## src/rtl/pgown_pkg.sv

```systemverilog
package pgown_pkg;
  localparam logic [2:0] OP_CREATE   = 3'd0;
  localparam logic [2:0] OP_MAP      = 3'd1;
  localparam logic [2:0] OP_UNMAP    = 3'd2;
  localparam logic [2:0] OP_SWITCH   = 3'd3;
  localparam logic [2:0] OP_VALIDATE = 3'd4;
  localparam logic [2:0] OP_SHARE    = 3'd5;

  localparam logic [1:0] RSP_OK      = 2'd0;
  localparam logic [1:0] RSP_ABORT   = 2'd1;
  localparam logic [1:0] RSP_PRIVATE = 2'd2;
  localparam logic [1:0] RSP_SHARED  = 2'd3;

  typedef enum logic [2:0] {
    S_IDLE, S_LOOKUP, S_UPDATE, S_CLEAR, S_RESPOND
  } pgo_state_e;
endpackage

```

## src/rtl/pgown_own_tbl.sv

```systemverilog
module pgown_own_tbl #(
  parameter int VM_IDW = 2,
  parameter int MPN_W  = 4
) (
  input  logic              clk,
  input  logic              rst,
  input  logic [MPN_W-1:0]  idx,
  output logic [VM_IDW-1:0] owner,
  output logic              shared,
  input  logic              wr_en,
  input  logic [VM_IDW-1:0] wr_owner,
  input  logic              wr_shared
);
  localparam int PAGES = 2 ** MPN_W;

  logic [VM_IDW-1:0] own_q [PAGES];
  logic [PAGES-1:0]  shr_q;

  assign owner  = own_q[idx];
  assign shared = shr_q[idx];

  always_ff @(posedge clk) begin
    if (rst) begin
      for (int p = 0; p < PAGES; p++) own_q[p] <= '0;
      shr_q <= '0;
    end else if (wr_en) begin
      own_q[idx] <= wr_owner;
      shr_q[idx] <= wr_shared;
    end
  end
endmodule

```

## src/rtl/pgown_map_tbl.sv

```systemverilog
module pgown_map_tbl #(
  parameter int VM_IDW = 2,
  parameter int GPN_W  = 3,
  parameter int MPN_W  = 4
) (
  input  logic              clk,
  input  logic              rst,
  input  logic [VM_IDW-1:0] vm,
  input  logic [GPN_W-1:0]  gpn,
  output logic              ent_valid,
  output logic [MPN_W-1:0]  ent_mpn,
  input  logic              wr_en,
  input  logic              wr_valid,
  input  logic [MPN_W-1:0]  wr_mpn,
  input  logic              wipe_vm
);
  localparam int IDX_W = VM_IDW + GPN_W;
  localparam int DEPTH = 2 ** IDX_W;
  localparam int GPAGES = 2 ** GPN_W;

  logic [MPN_W-1:0] mpn_mem [DEPTH];
  logic [DEPTH-1:0] vld_q;
  logic [IDX_W-1:0] idx;

  assign idx       = {vm, gpn};
  assign ent_valid = vld_q[idx];
  assign ent_mpn   = mpn_mem[idx];

  // payload: plain RAM, no reset
  always_ff @(posedge clk) begin
    if (wr_en && wr_valid) mpn_mem[idx] <= wr_mpn;
  end

  always_ff @(posedge clk) begin
    if (rst) begin
      vld_q <= '0;
    end else if (wipe_vm) begin
      for (int g = 0; g < GPAGES; g++) vld_q[{vm, GPN_W'(g)}] <= 1'b0;
    end else if (wr_en) begin
      vld_q[idx] <= wr_valid;
    end
  end
endmodule

```

## src/rtl/pgown_zeroer.sv

```systemverilog
module pgown_zeroer #(
  parameter int MPN_W  = 4,
  parameter int WORD_W = 2
) (
  input  logic                    clk,
  input  logic                    rst,
  input  logic                    run,
  input  logic [MPN_W-1:0]        page,
  output logic                    fin,
  output logic                    we,
  output logic [MPN_W+WORD_W-1:0] addr
);
  localparam logic [WORD_W-1:0] LAST = '1;

  logic [WORD_W-1:0] cnt;

  assign fin = run && (cnt == LAST);

  always_ff @(posedge clk) begin
    if (rst) begin
      cnt  <= '0;
      we   <= 1'b0;
      addr <= '0;
    end else begin
      we   <= run;
      addr <= {page, cnt};
      cnt  <= run ? cnt + 1'b1 : '0;
    end
  end
endmodule

```

## src/rtl/pgown_ctrl.sv

```systemverilog
module pgown_ctrl
  import pgown_pkg::*;
#(
  parameter int VM_IDW     = 2,
  parameter int GPN_W      = 3,
  parameter int MPN_W      = 4,
  parameter int WORD_W     = 2,
  parameter int PROT_PAGES = 2
) (
  input  logic                     clk,
  input  logic                     rst,
  input  logic                     cmd_valid,
  output logic                     cmd_ready,
  input  logic [2:0]               cmd_op,
  input  logic                     cmd_guest,
  input  logic [VM_IDW-1:0]        cmd_vm,
  input  logic [GPN_W-1:0]         cmd_gpn,
  input  logic [MPN_W-1:0]         cmd_mpn,
  output logic                     rsp_valid,
  output logic [1:0]               rsp_code,
  output logic                     mem_zero_we,
  output logic [MPN_W+WORD_W-1:0]  mem_zero_addr,
  output logic [VM_IDW+GPN_W-1:0]  active_root
);
  localparam int NVM = 2 ** VM_IDW;
  localparam int ROOT_W = VM_IDW + GPN_W;
  localparam logic [MPN_W-1:0] PROT_LIM = MPN_W'(PROT_PAGES);

  pgo_state_e st;
  logic [2:0]        c_op;
  logic              c_guest;
  logic [VM_IDW-1:0] c_vm;
  logic [GPN_W-1:0]  c_gpn;
  logic [MPN_W-1:0]  c_mpn;
  logic [1:0]        code_q;
  logic [NVM-1:0]    live_q;
  logic [ROOT_W-1:0] root_tab [NVM];

  logic              ent_v, shr, zfin, exists;
  logic [MPN_W-1:0]  ent_mpn, look_mpn;
  logic [VM_IDW-1:0] own;
  logic              in_upd;
  logic              map_wr, own_wr, own_wr_shared;
  logic [VM_IDW-1:0] own_wr_val;
  logic [1:0]        dec_code;
  pgo_state_e        dec_next;

  assign cmd_ready = (st == S_IDLE);
  assign rsp_valid = (st == S_RESPOND);
  assign rsp_code  = code_q;
  assign exists    = live_q[c_vm];
  assign look_mpn  = (c_op == OP_MAP) ? c_mpn : ent_mpn;
  assign in_upd    = (st == S_UPDATE);

  pgown_map_tbl #(.VM_IDW(VM_IDW), .GPN_W(GPN_W), .MPN_W(MPN_W)) u_map (
    .clk(clk), .rst(rst), .vm(c_vm), .gpn(c_gpn),
    .ent_valid(ent_v), .ent_mpn(ent_mpn),
    .wr_en(map_wr), .wr_valid(c_op == OP_MAP), .wr_mpn(c_mpn),
    .wipe_vm(in_upd && c_op == OP_CREATE)
  );

  pgown_own_tbl #(.VM_IDW(VM_IDW), .MPN_W(MPN_W)) u_own (
    .clk(clk), .rst(rst), .idx(look_mpn), .owner(own), .shared(shr),
    .wr_en(own_wr), .wr_owner(own_wr_val), .wr_shared(own_wr_shared)
  );

  pgown_zeroer #(.MPN_W(MPN_W), .WORD_W(WORD_W)) u_zero (
    .clk(clk), .rst(rst), .run(st == S_CLEAR), .page(look_mpn),
    .fin(zfin), .we(mem_zero_we), .addr(mem_zero_addr)
  );

  // table writes, all in UPDATE
  always_comb begin
    map_wr        = in_upd && (c_op == OP_MAP || c_op == OP_UNMAP);
    own_wr        = in_upd && (c_op == OP_MAP || c_op == OP_UNMAP || c_op == OP_SHARE);
    own_wr_val    = own;
    own_wr_shared = shr;
    case (c_op)
      OP_MAP:   if (own == '0) begin own_wr_val = c_vm; own_wr_shared = 1'b0; end
      OP_UNMAP: if (own == c_vm) begin own_wr_val = '0; own_wr_shared = 1'b0; end
      OP_SHARE: own_wr_shared = 1'b1;
      default:  ;
    endcase
  end

  // decision taken in LOOKUP
  always_comb begin
    dec_code = RSP_ABORT;
    dec_next = S_RESPOND;
    case (c_op)
      OP_CREATE:
        if (!c_guest && c_vm != '0 && !exists) begin
          dec_code = RSP_OK; dec_next = S_UPDATE;
        end
      OP_MAP:
        if (!c_guest && exists && c_mpn >= PROT_LIM && !ent_v &&
            (own == '0 || own == c_vm || shr)) begin
          dec_code = RSP_OK; dec_next = S_UPDATE;
        end
      OP_UNMAP:
        if (!c_guest && exists && ent_v) begin
          dec_code = RSP_OK;
          dec_next = (own == c_vm) ? S_CLEAR : S_UPDATE;
        end
      OP_SWITCH:
        if (!c_guest && exists) begin
          dec_code = RSP_OK; dec_next = S_UPDATE;
        end
      OP_VALIDATE:
        if (c_guest && exists && ent_v) begin
          if (shr) dec_code = RSP_SHARED;
          else if (own == c_vm) dec_code = RSP_PRIVATE;
        end
      OP_SHARE:
        if (c_guest && exists && ent_v && own == c_vm) begin
          dec_code = RSP_OK; dec_next = S_UPDATE;
        end
      default: ;
    endcase
  end

  always_ff @(posedge clk) begin
    if (rst) begin
      st          <= S_IDLE;
      c_op        <= '0;
      c_guest     <= 1'b0;
      c_vm        <= '0;
      c_gpn       <= '0;
      c_mpn       <= '0;
      code_q      <= RSP_OK;
      live_q      <= '0;
      active_root <= '0;
      for (int v = 0; v < NVM; v++) root_tab[v] <= '0;
    end else begin
      case (st)
        S_IDLE:
          if (cmd_valid) begin
            c_op <= cmd_op; c_guest <= cmd_guest; c_vm <= cmd_vm;
            c_gpn <= cmd_gpn; c_mpn <= cmd_mpn;
            st <= S_LOOKUP;
          end
        S_LOOKUP: begin
          code_q <= dec_code;
          st     <= dec_next;
        end
        S_CLEAR:
          if (zfin) st <= S_UPDATE;
        S_UPDATE: begin
          if (c_op == OP_CREATE) begin
            live_q[c_vm]   <= 1'b1;
            root_tab[c_vm] <= {c_vm, {GPN_W{1'b0}}};
          end
          if (c_op == OP_SWITCH) active_root <= root_tab[c_vm];
          st <= S_RESPOND;
        end
        default: st <= S_IDLE;
      endcase
    end
  end
endmodule

```

## config.mk

```make
export PLATFORM = sky130hd
export DESIGN_NAME = pgown_ctrl
export DESIGN_NICKNAME = d
export VERILOG_FILES = /design/src/rtl/pgown_pkg.sv /design/src/rtl/pgown_own_tbl.sv /design/src/rtl/pgown_map_tbl.sv /design/src/rtl/pgown_zeroer.sv /design/src/rtl/pgown_ctrl.sv
export SDC_FILE = /design/constraint.sdc
export NUM_CORES = 1
export LEC_CHECK = 0
export BUFFER_PORTS_ARGS = -buffer_cell sky130_fd_sc_hd__buf_2
export CAP_MARGIN = 20
export CORE_ASPECT_RATIO = 1.25
export CORE_MARGIN = 5
export CORE_UTILIZATION = 50
export CTS_CLUSTER_DIAMETER = 30
export DETAILED_ROUTE_END_ITERATION = 8
export PLACE_DENSITY_LB_ADDON = 0.25
export SKIP_LAST_GASP = 1
export SYNTH_ARGS = -nofsm -noshare
export SYNTH_HDL_FRONTEND = slang
export SYNTH_SLANG_ARGS = --single-unit
```

## constraint.sdc

```tcl
create_clock -name clk -period 6.78 [get_ports clk]
set_input_delay 1.017 -clock clk [delete_from_list [all_inputs] [get_ports clk]]
set_output_delay 1.017 -clock clk [all_outputs]
set_load 0.02 [all_outputs]
```

### After elaboration in Yosys (flattened, before gate mapping)

Memories as Yosys holds them, arrays and structs flattened. A register that Yosys moved wholly into a read port is not among the register bits.
Cells that the tools add are included.

* register bits after elaboration: 84
* RAM bits: 168
* input bits: 16
* output and inout bits: 16
* logic and storage cells: 194
* memories kept: 3

Memories
* u_map.mpn_mem: depth 32, bits a word 4, rd ports 1, clocked after Yosys merged registers in 1, wr ports 1, line pgown_map_tbl.sv:21 `logic [MPN_W-1:0] mpn_mem [DEPTH];`
* u_own.own_q: depth 16, bits a word 2, rd ports 1, clocked after Yosys merged registers in 0, wr ports 16, line pgown_own_tbl.sv:16 `logic [VM_IDW-1:0] own_q [PAGES];`
* root_tab: depth 4, bits a word 2, rd ports 1, clocked after Yosys merged registers in 1, wr ports 4, line pgown_ctrl.sv:37 `logic [ROOT_W-1:0] root_tab [NVM];`

* $add $sub $neg: 1
* $lt $le $gt $ge: 23
* equality and inequality tests: 13
* mux-type cells: 77
* bitwise logic cells: 18
* reductions and logical operators: 45

Operators with widths (count)
* 32-bit AND: 8
* 32-bit 2-to-1 mux: 2
* 5-bit by 6-bit < comparator with 1-bit output, second input constant: 9
* 5-bit by 1-bit >= comparator with 1-bit output, second input constant: 9
* 1-bit 2-to-1 mux: 35
* 32-bit bitwise mux: 1
* 25-bit inverter with 32-bit output: 1
* 26-bit inverter with 32-bit output: 1
* 27-bit inverter with 32-bit output: 1
* 28-bit inverter with 32-bit output: 1
* 29-bit inverter with 32-bit output: 1
* 30-bit inverter with 32-bit output: 1
* 31-bit inverter with 32-bit output: 1
* 32-bit inverter: 1
* 1-bit logical AND: 26
* 3-bit 2-to-1 mux: 7
* 1-bit demux with 2-bit select: 9
* 16-bit bitwise mux: 1
* 2-bit 2-to-1 mux: 8
* 3-bit case mux with 5 select lines: 1
* 3-bit by 2-bit == test with 1-bit output, second input constant: 4
* 2-bit case mux with 6 select lines: 1
* 3-bit case mux with 4 select lines: 1
* 5-bit 2-to-1 mux: 2
* 28 further kinds: 45

### Depth between registers and ports, before layout

Gate-level depths: netlist (run 1).

* word-level depth: 14
* depth in mapped cells: 18
* mapped depth without buffers: 12

### Hierarchy

From an unflattened synthesis (run 1), not the netlist that was laid out.

* cells, all modules: 949
* area, all modules: 11230.8 um2

By module, submodules not included
* pgown_map_tbl: times used 1, cells an instance 510, area each 6869.1 um2, sequential area each 4484.3 um2
* pgown_own_tbl: times used 1, cells an instance 212, area each 2393.5 um2, sequential area each 1281.2 um2
* pgown_ctrl: times used 1, cells an instance 207, area each 1690.4 um2, sequential area each 720.7 um2
* pgown_zeroer: times used 1, cells an instance 20, area each 277.8 um2, sequential area each 180.2 um2

### Worst setup path after synthesis (run 1)

OpenSTA, ideal clock, no wires.

* kind: reg-to-reg
* start: register (tool-made name)
* end: memory u_own.own_q[10][0], data pin
* setup time: 158 ps
* data arrival time: 3581 ps
* required time: 6622 ps
* setup slack: 3040 ps
* stages on the path, launching flop included: 14
* buffers on the path: 3
* period minus slack after synthesis: 3740 ps
* path through: dfxtp_1 buf_4 buf_6 mux4_2 mux2_2 mux4_2 and2_4 a21oi_4 buf_2 mux2i_1 mux2_2 o22ai_1 nand3_1 nor3_1

RTL lines (line)
* end: declaration: pgown_own_tbl.sv:16

==> impl_results.md, run 1 <==
* Core area at 23000 um^2
* Synth-to-layout area growth at 15.4%
* End-of-flow core utilization at 58.9%
* Sequential cell area in the final layout at 6770 um^2
* Average cell area after synthesis at 11.0 um^2
* Max-Cap Viols at 0
* Setup-violating endpoint count in the final report at 0
* Gate count after technology mapping at 1070
* Setup clock skew after layout at 0.0212 ns
* Gate power share at 17.1%
* Worst-case headroom to the max-slew limit at 26.0%
* Type of origin of the critical path: register
* Combined global-route utilization of all metal layers at 22.9%
* Internal at 3.40 mW
* Post-CTS Hold Fix Bufs at 0
* Number of buffers created by CTS at 43
* Power per cell area at 351 nW/um^2
* Detailed router's first-iteration violation count at 950
* Slowest library cell on the worst path: sky130_fd_sc_hd__a21oi_1
* Count of cell types in the netlist at 60
* Number of fill cells in the layout at 1869
* Commonest cells after routing, fill and taps aside: 168 x sky130_fd_sc_hd__edfxtp_1, 133 x sky130_fd_sc_hd__nand2_1, 97 x sky130_fd_sc_hd__nor2_1, 85 x sky130_fd_sc_hd__dfxtp_1, 72 x sky130_fd_sc_hd__a21oi_1
* Final antenna-violating net count at 0
* DIE HEIGHT at 181 um
* CP max FO at 35
* Cell family with most CP delay: compound AO/OA/AOI/OAI gates
* Final hold violation count at 0
* Fraction of synthesis flops using an asynchronous set or reset pin at 0%
* Slew of the pin with the lowest slew margin at 1.10 ns
* Count of clock tree sinks at 254
* Initial Util at 51.0%
* DIE WIDTH at 147 um
* Critical path start-end classification: register to register
* Classification of the worst-slack hold path: register to register
* DRT Pass-1 Iters at 5
* Via count of the first global-routing pass at 8553
* Resized cells post-CTS at 0
* Number of placement rows at 62
* Depth of the CTS H-tree at 2
* Data arrival at the endpoint of the critical path at 5.44 ns
* Detailed placement HPWL at 20600 um
* Vias per std cell at 6.21
* Area taken by multi-input logic gates at 4550 um^2
* Proportion of layout cells with a drive suffix above 1 at 16.3%
* Required time reported for the critical path endpoint at 7.22 ns
* Detailed-route DRC error count at 0
* Wire per inst at 21.8 um
* Critical Path, Cell by Cell: buf_4, mux2i_1, a22oi_1, a21oi_1, nor3_1, a21oi_1, o211ai_1, a22oi_1, mux2_2, or2_2, and3b_1, a22o_4, o31ai_1
* Number of warning messages in the yosys log at 0
* Total design power at 4.76 mW
* Switching part of the total at 28.6%
* GR Overflow Total at 0
* Number of buffer and inverter stages on the critical path at 1
* Cell area after technology mapping at 11700 um^2
* Clock root cell: sky130_fd_sc_hd__clkbuf_16
* Net count, final at 1102
* Kind of capture point of the worst setup path: register
* CTS tree: yes
* Run status: complete, no violations
* Total of buffers placed on input and output ports at 28
* Initial antenna violation count at 0
* Setup repair after global routing missed its margin: no
* Summed negative setup slack over all endpoints at 0 ns
* Sequential fraction of the synthesis area at 57.6%
* Final weighted congestion in routability-driven placement at 0.888
* Sequential power share at 37.0%
* First-pass GRT wire length at 48300 um
* Maximum cell stage delay along the critical path at 0.83 ns
* Number of max-slew violations in the final report at 0
* ANT cells at 0
* Part of the power in the clock network at 45.9%
* Boundary Pins at 32
* Largest buffer count on any clock path at 3
* Period Utilization, post-route at 73.9%
* Maximum number of pins on one net before global-route repair at 76
* Total number of vias at 8740
* Number of synthesized register bits at 254
* Peak VDD IR at 0.292 mV
* Achievable Freq at 200 MHz
* Total net switching power at 1.36 mW
* Min cycle time layout at 5.01 ns
* Leakage power at 4.69 nW
* Insertion delay of the later-clocked pin in the worst-skew pair at 0.53 ns
* Wire length reported by the detailed router at 30700 um
* Post-synth top flop: sky130_fd_sc_hd__edfxtp_1
* Full die area at 26700 um^2
* Post-CTS setup buffers at 0
* Clock transition at path regs at 0.05 ns
* Most common cell after layout, fill and taps aside: sky130_fd_sc_hd__edfxtp_1
* Number of enable flip-flop cells after synthesis at 168
[state kept, by name, summed over array words and instances, names as in the netlist, named ones only]
| signal | flops |
|---|---|
| u_map.vld_q | 32 |
| u_map.mpn_mem | 128 |
| active_root | 2 |
| c_vm | 2 |
| u_zero.we | 1 |
| rsp_code | 2 |
| u_zero.cnt | 2 |
| u_zero.addr | 6 |
| c_gpn | 3 |
| c_op | 3 |
| u_own.own_q | 32 |
| root_tab | 8 |
| c_mpn | 4 |
| u_own.shr_q | 16 |
| c_guest | 1 |
| st | 3 |
| live_q | 4 |
[power by group through the flow]
stage | Clock [mW] | Combinational [mW] | Sequential [mW]
floorplan | 0 | 0.598 | 1.77
finish | 2.18 | 0.814 | 1.76
global route | 2.29 | 0.881 | 1.77
CTS | 2.20 | 0.803 | 1.76
detailed placement | 0 | 0.799 | 1.79
global placement | 0 | 0.796 | 1.79
[logic make-up (layout without fill, tap and decap cells)]
family	Yosys count	after routing	share of synthesized area [%]
other cells	1	7	0.0319
mux	85	85	10.4
compound gates	252	252	13.8
simple gates	366	366	14.1
buf+inv	111	155	3.97
flops	254	254	57.6
fa+ha+maj	1	1	0.107
[path summary, 6_finish.rpt]
path,startpoint,to,slack (ns),cells after the start
min reg2reg,u_zero.cnt[0],u_zero.cnt[0],0.46,1
min,u_zero.cnt[0],u_zero.cnt[0],0.46,1
max reg2reg,register,u_own.shr_q[2],1.77,13
max,register,u_own.shr_q[2],1.77,13
[per-stage QoR]
step	std cells	area [um^2]	setup slack [ns]	hold slack [ns]
detailed placement	1328	12100	1.78	0.448
global placement	1328	12100	1.92	0.444
finish	1408	13600	1.77	0.461
floorplan	1076	11800	3.04	0.419
CTS	1408	13600	1.76	0.457
global route	1408	13600	1.35	0.480
[cell usage after synthesis, types with 10 or more instances]
cell type / instances / area, um^2
sky130_fd_sc_hd__a22oi_1: 18 / 135
sky130_fd_sc_hd__inv_1: 28 / 105
sky130_fd_sc_hd__dfxtp_1: 86 / 1720
sky130_fd_sc_hd__a21oi_1: 72 / 360
sky130_fd_sc_hd__nand2_1: 133 / 499
sky130_fd_sc_hd__nor3_1: 24 / 120
sky130_fd_sc_hd__o211ai_1: 15 / 113
sky130_fd_sc_hd__o21ai_0: 48 / 240
sky130_fd_sc_hd__clkbuf_1: 61 / 229
sky130_fd_sc_hd__mux4_2: 29 / 653
sky130_fd_sc_hd__nor2_1: 98 / 368
sky130_fd_sc_hd__nor2b_1: 14 / 87.6
sky130_fd_sc_hd__or3_1: 10 / 62.6
sky130_fd_sc_hd__mux2i_1: 48 / 480
sky130_fd_sc_hd__o31ai_1: 14 / 105
sky130_fd_sc_hd__nand3_1: 31 / 155
sky130_fd_sc_hd__edfxtp_1: 168 / 5040
sky130_fd_sc_hd__a31oi_1: 35 / 219
sky130_fd_sc_hd__and2_1: 13 / 81.3
sky130_fd_sc_hd__nand4_1: 12 / 75.1
[metal layers]
metal | GRT usage [%] | wire length (um) | up-vias
met4 | 8.95 | 1070 | 0
met3 | 3.56 | 2100 | 75
met2 | 38.1 | 15200 | 407
met5 | 0 | 0 | -
met1 | 30.3 | 12300 | 4257
li1 | - | - | 4001
[cell type report]
class	count	area share, %
Tap cell	288	2.66
Clock buffer	60	9.31
Timing Repair Buffer	47	2.09
Sequential cell	254	49.9
Clock inverter	20	1.71
Multi-Input combinational cell	711	33.6
Inverter	28	0.775
[worst register-to-register path: cells and delay by family, from the launching register on]
kind	cells	cell delay [ns]
AOI/OAI and AO/OA	7	2.37
muxes	2	0.70
and+or+nand+nor	3	0.68
DFF	1	0.59
buffers and inverters	1	0.58
No activity file was read; power rests on OpenSTA's default activity.
==> inputs of run 2 (changes only) <==
clock period = 4.17 ns   (was 6.78 ns; I/O delays follow)
==> run 2 against run 1 <==
Combinational power increased by 82%. Setup slack got worse by 1.6 ns. Via count increased by 1.5%. Largest cell class unchanged.
==> impl_results.md, run 2 (synthesis results as in run 1) <==
* Run status: complete, no violations
* Slew of the pin with the lowest slew margin at 0.903 ns (-0.200 ns)
* Depth of the CTS H-tree at 2 (unchanged)
* Number of max-slew violations in the final report at 0 (unchanged)
* Detailed router's first-iteration violation count at 959 (+0.95%)
* Classification of the worst-slack hold path: input port to register
* Final hold violation count at 0 (unchanged)
* Achievable Freq at 247 MHz (+24%)
* Wire per inst at 21.9 um (+0.66%)
* Max-Cap Viols at 0 (unchanged)
* Leakage power at 4.86 nW (+3.5%)
* Via count of the first global-routing pass at 8866 (+3.7%)
* Critical Path, Cell by Cell: buf_4, mux4_2, mux4_2, o22ai_1, nor3_1, buf_4, a31oi_1, o31ai_1, o22a_2, mux2i_1, mux2_2, o22ai_1, buf_4, nand3_1, nor3_1
* Initial antenna violation count at 1 (+1)
* Logic depth of the worst setup path including buffers at 15 (+2)
* Net count, final at 1140 (+3.4%)
* Type of origin of the critical path: register
* Clock root cell: sky130_fd_sc_hd__clkbuf_16
* ANT cells at 0 (unchanged)
* Vias per std cell at 6.15 (-0.93%)
* Most flops, register: u_map.mpn_mem
* Most common cell after layout, fill and taps aside: sky130_fd_sc_hd__edfxtp_1
* Initial Util at 51.0% (unchanged)
* CTS tree: yes
* Insertion delay of the later-clocked pin in the worst-skew pair at 0.53 ns (about the same)
* Synth-to-layout area growth at 17.7%
* Worst-case headroom to the max-slew limit at 39.3% (+13 points)
* Largest buffer count on any clock path at 3 (unchanged)
* Setup-violating endpoint count in the final report at 0 (unchanged)
* CP most frequent cell: sky130_fd_sc_hd__buf_4
* Total number of vias at 8868 (+1.5%)
* Min cycle time layout at 4.05 ns (-0.961 ns)
* Registers with the most flip-flops: u_map.mpn_mem x128, u_map.vld_q x32, u_own.own_q x32
* Data arrival at the endpoint of the critical path at 4.39 ns (-1.05 ns)
* Total of buffers placed on input and output ports at 28 (unchanged)
* Power per cell area at 554 nW/um^2 (+58%)
* Wire length reported by the detailed router at 31600 um (+3.1%)
* CP max FO at 9 (-74%)
* Combined global-route utilization of all metal layers at 23.4% (+0.53 points)
* Clock transition at path regs at 0.06 ns (about the same)
* Period Utilization, post-route at 97.0% (+23 points)
* First-pass GRT wire length at 49200 um (+1.8%)
* Number of cell instances on the worst register-to-register path at 15 (+2)
* DIE HEIGHT at 181 um (unchanged)
* Internal reg-to-reg setup slack at 0.12 ns (-1.65 ns)
* Slowest library cell on the worst path: sky130_fd_sc_hd__mux4_2
* Commonest cells after routing, fill and taps aside: 168 x sky130_fd_sc_hd__edfxtp_1, 133 x sky130_fd_sc_hd__nand2_1, 97 x sky130_fd_sc_hd__nor2_1, 85 x sky130_fd_sc_hd__dfxtp_1, 71 x sky130_fd_sc_hd__a21oi_1
* Hold Crit Depth at 3 (+2)
* Boundary Pins at 32 (unchanged)
* Critical path start-end classification: register to register
* Cell family with most CP delay: multiplexers
* Detailed-route DRC error count at 0 (unchanged)
* Kind of capture point of the worst setup path: register
* DRT Pass-1 Iters at 6 (+1)
* Setup clock skew after layout at 0.0322 ns (+0.0110 ns)
* Flip-flop count of the largest register, all copies and words added at 128 (unchanged)
* Core area at 23000 um^2 (unchanged)
* Summed negative setup slack over all endpoints at 0 ns (unchanged)
* Final weighted congestion in routability-driven placement at 0.964 (+8.5%)
* Count of clock tree sinks at 254 (unchanged)
* Required time reported for the critical path endpoint at 4.52 ns (-2.70 ns)
* GR Overflow Total at 0 (unchanged)
* Proportion of layout cells with a drive suffix above 1 at 19.5% (+3.2 points)
* Maximum number of pins on one net before global-route repair at 57 (-25%)
* Maximum cell stage delay along the critical path at 0.50 ns (-0.33 ns)
* Full die area at 26700 um^2 (unchanged)
* Peak VDD IR at 0.618 mV (+110%)
* Detailed placement HPWL at 21600 um (+4.8%)
* Number of buffer and inverter stages on the critical path at 3 (+2)
* Post-CTS Hold Fix Bufs at 0 (unchanged)
* DIE WIDTH at 147 um (unchanged)
* Final antenna-violating net count at 0 (unchanged)
* Setup repair after global routing missed its margin: yes
* Number of buffers created by CTS at 40 (-7.0%)
* Worst hold margin at 0.335 ns (-0.126 ns)
* Number of placement rows at 62 (unchanged)
[run 2: changes by cell type in the layout (fill, tap and decap cells not counted), moves of 3 or more]
cell / previous run / this run
sky130_fd_sc_hd__buf_4: 19 / 55
sky130_fd_sc_hd__clkinv_4: 0 / 3
sky130_fd_sc_hd__buf_12: 0 / 3
sky130_fd_sc_hd__clkbuf_8: 8 / 1
[run 2: routing by layer]
metal	track usage, %	vias up	part of all wire (%)
met5	0	-	0.022
met2	40.8	405	51
met4	9.18	2	3.9
met1	29.1	4292	39
met3	4.06	90	7.0
li1	-	4079	-
[run 2: layout make-up]
| cell class | count | area, um^2 |
|---|---|---|
| clock buffers | 49 | 1110 |
| clock inverters | 24 | 250 |
| fillers | 1844 | 9220 |
| inverters | 28 | 105 |
| multi-input cells | 711 | 4580 |
| flip-flops and latches | 254 | 6770 |
| well taps | 288 | 360 |
| repair buffers | 88 | 649 |
[run 2: power by group]
| group | internal (mW) | total, mW | switching [mW] |
|---|---|---|---|
| Sequential | 2.76 | 2.86 | 0.0918 |
| Combinational | 0.559 | 1.48 | 0.916 |
| Clock | 2.06 | 3.32 | 1.26 |
| Total | 5.39 | 7.65 | 2.26 |
[run 2: per-stage QoR]
stage               setup WS (ns)  total power, mW  utilization (%)  instance area, um^2  cells
floorplan                   0.430             3.85                -                11800   1076
global placement           0.0588             4.31             53.6                12300   1362
detailed placement        -0.0678             4.32             53.6                12300   1362
CTS                       0.00792             7.63             59.5                13700   1435
global route              -0.0393             7.94             60.0                13800   1442
finish                      0.124             7.65             60.0                13800   1442
[run 2: tightest hold or removal path: cells and delay by family]
family | cells | cell delay, ns
compound gates | 1 | 0.05
buf+inv | 1 | 0.10
simple gates | 1 | 0.04
[run 2: what timing repair did]
action / in CTS / in global routing
gates resized for setup: 1 / 9
buffers inserted: 0 / 6
pin swaps: 0 / 1
cloned: 0 / 1
endpoints found under the setup margin: 25 / 52
[run 2: path summary, 6_finish.rpt]
check | start | to
max | register | u_own.own_q[4][0]
min | cmd_op[2] | c_op[2]
max reg2reg | register | u_own.own_q[4][0]
min reg2reg | u_own.shr_q[13] | u_own.shr_q[13]
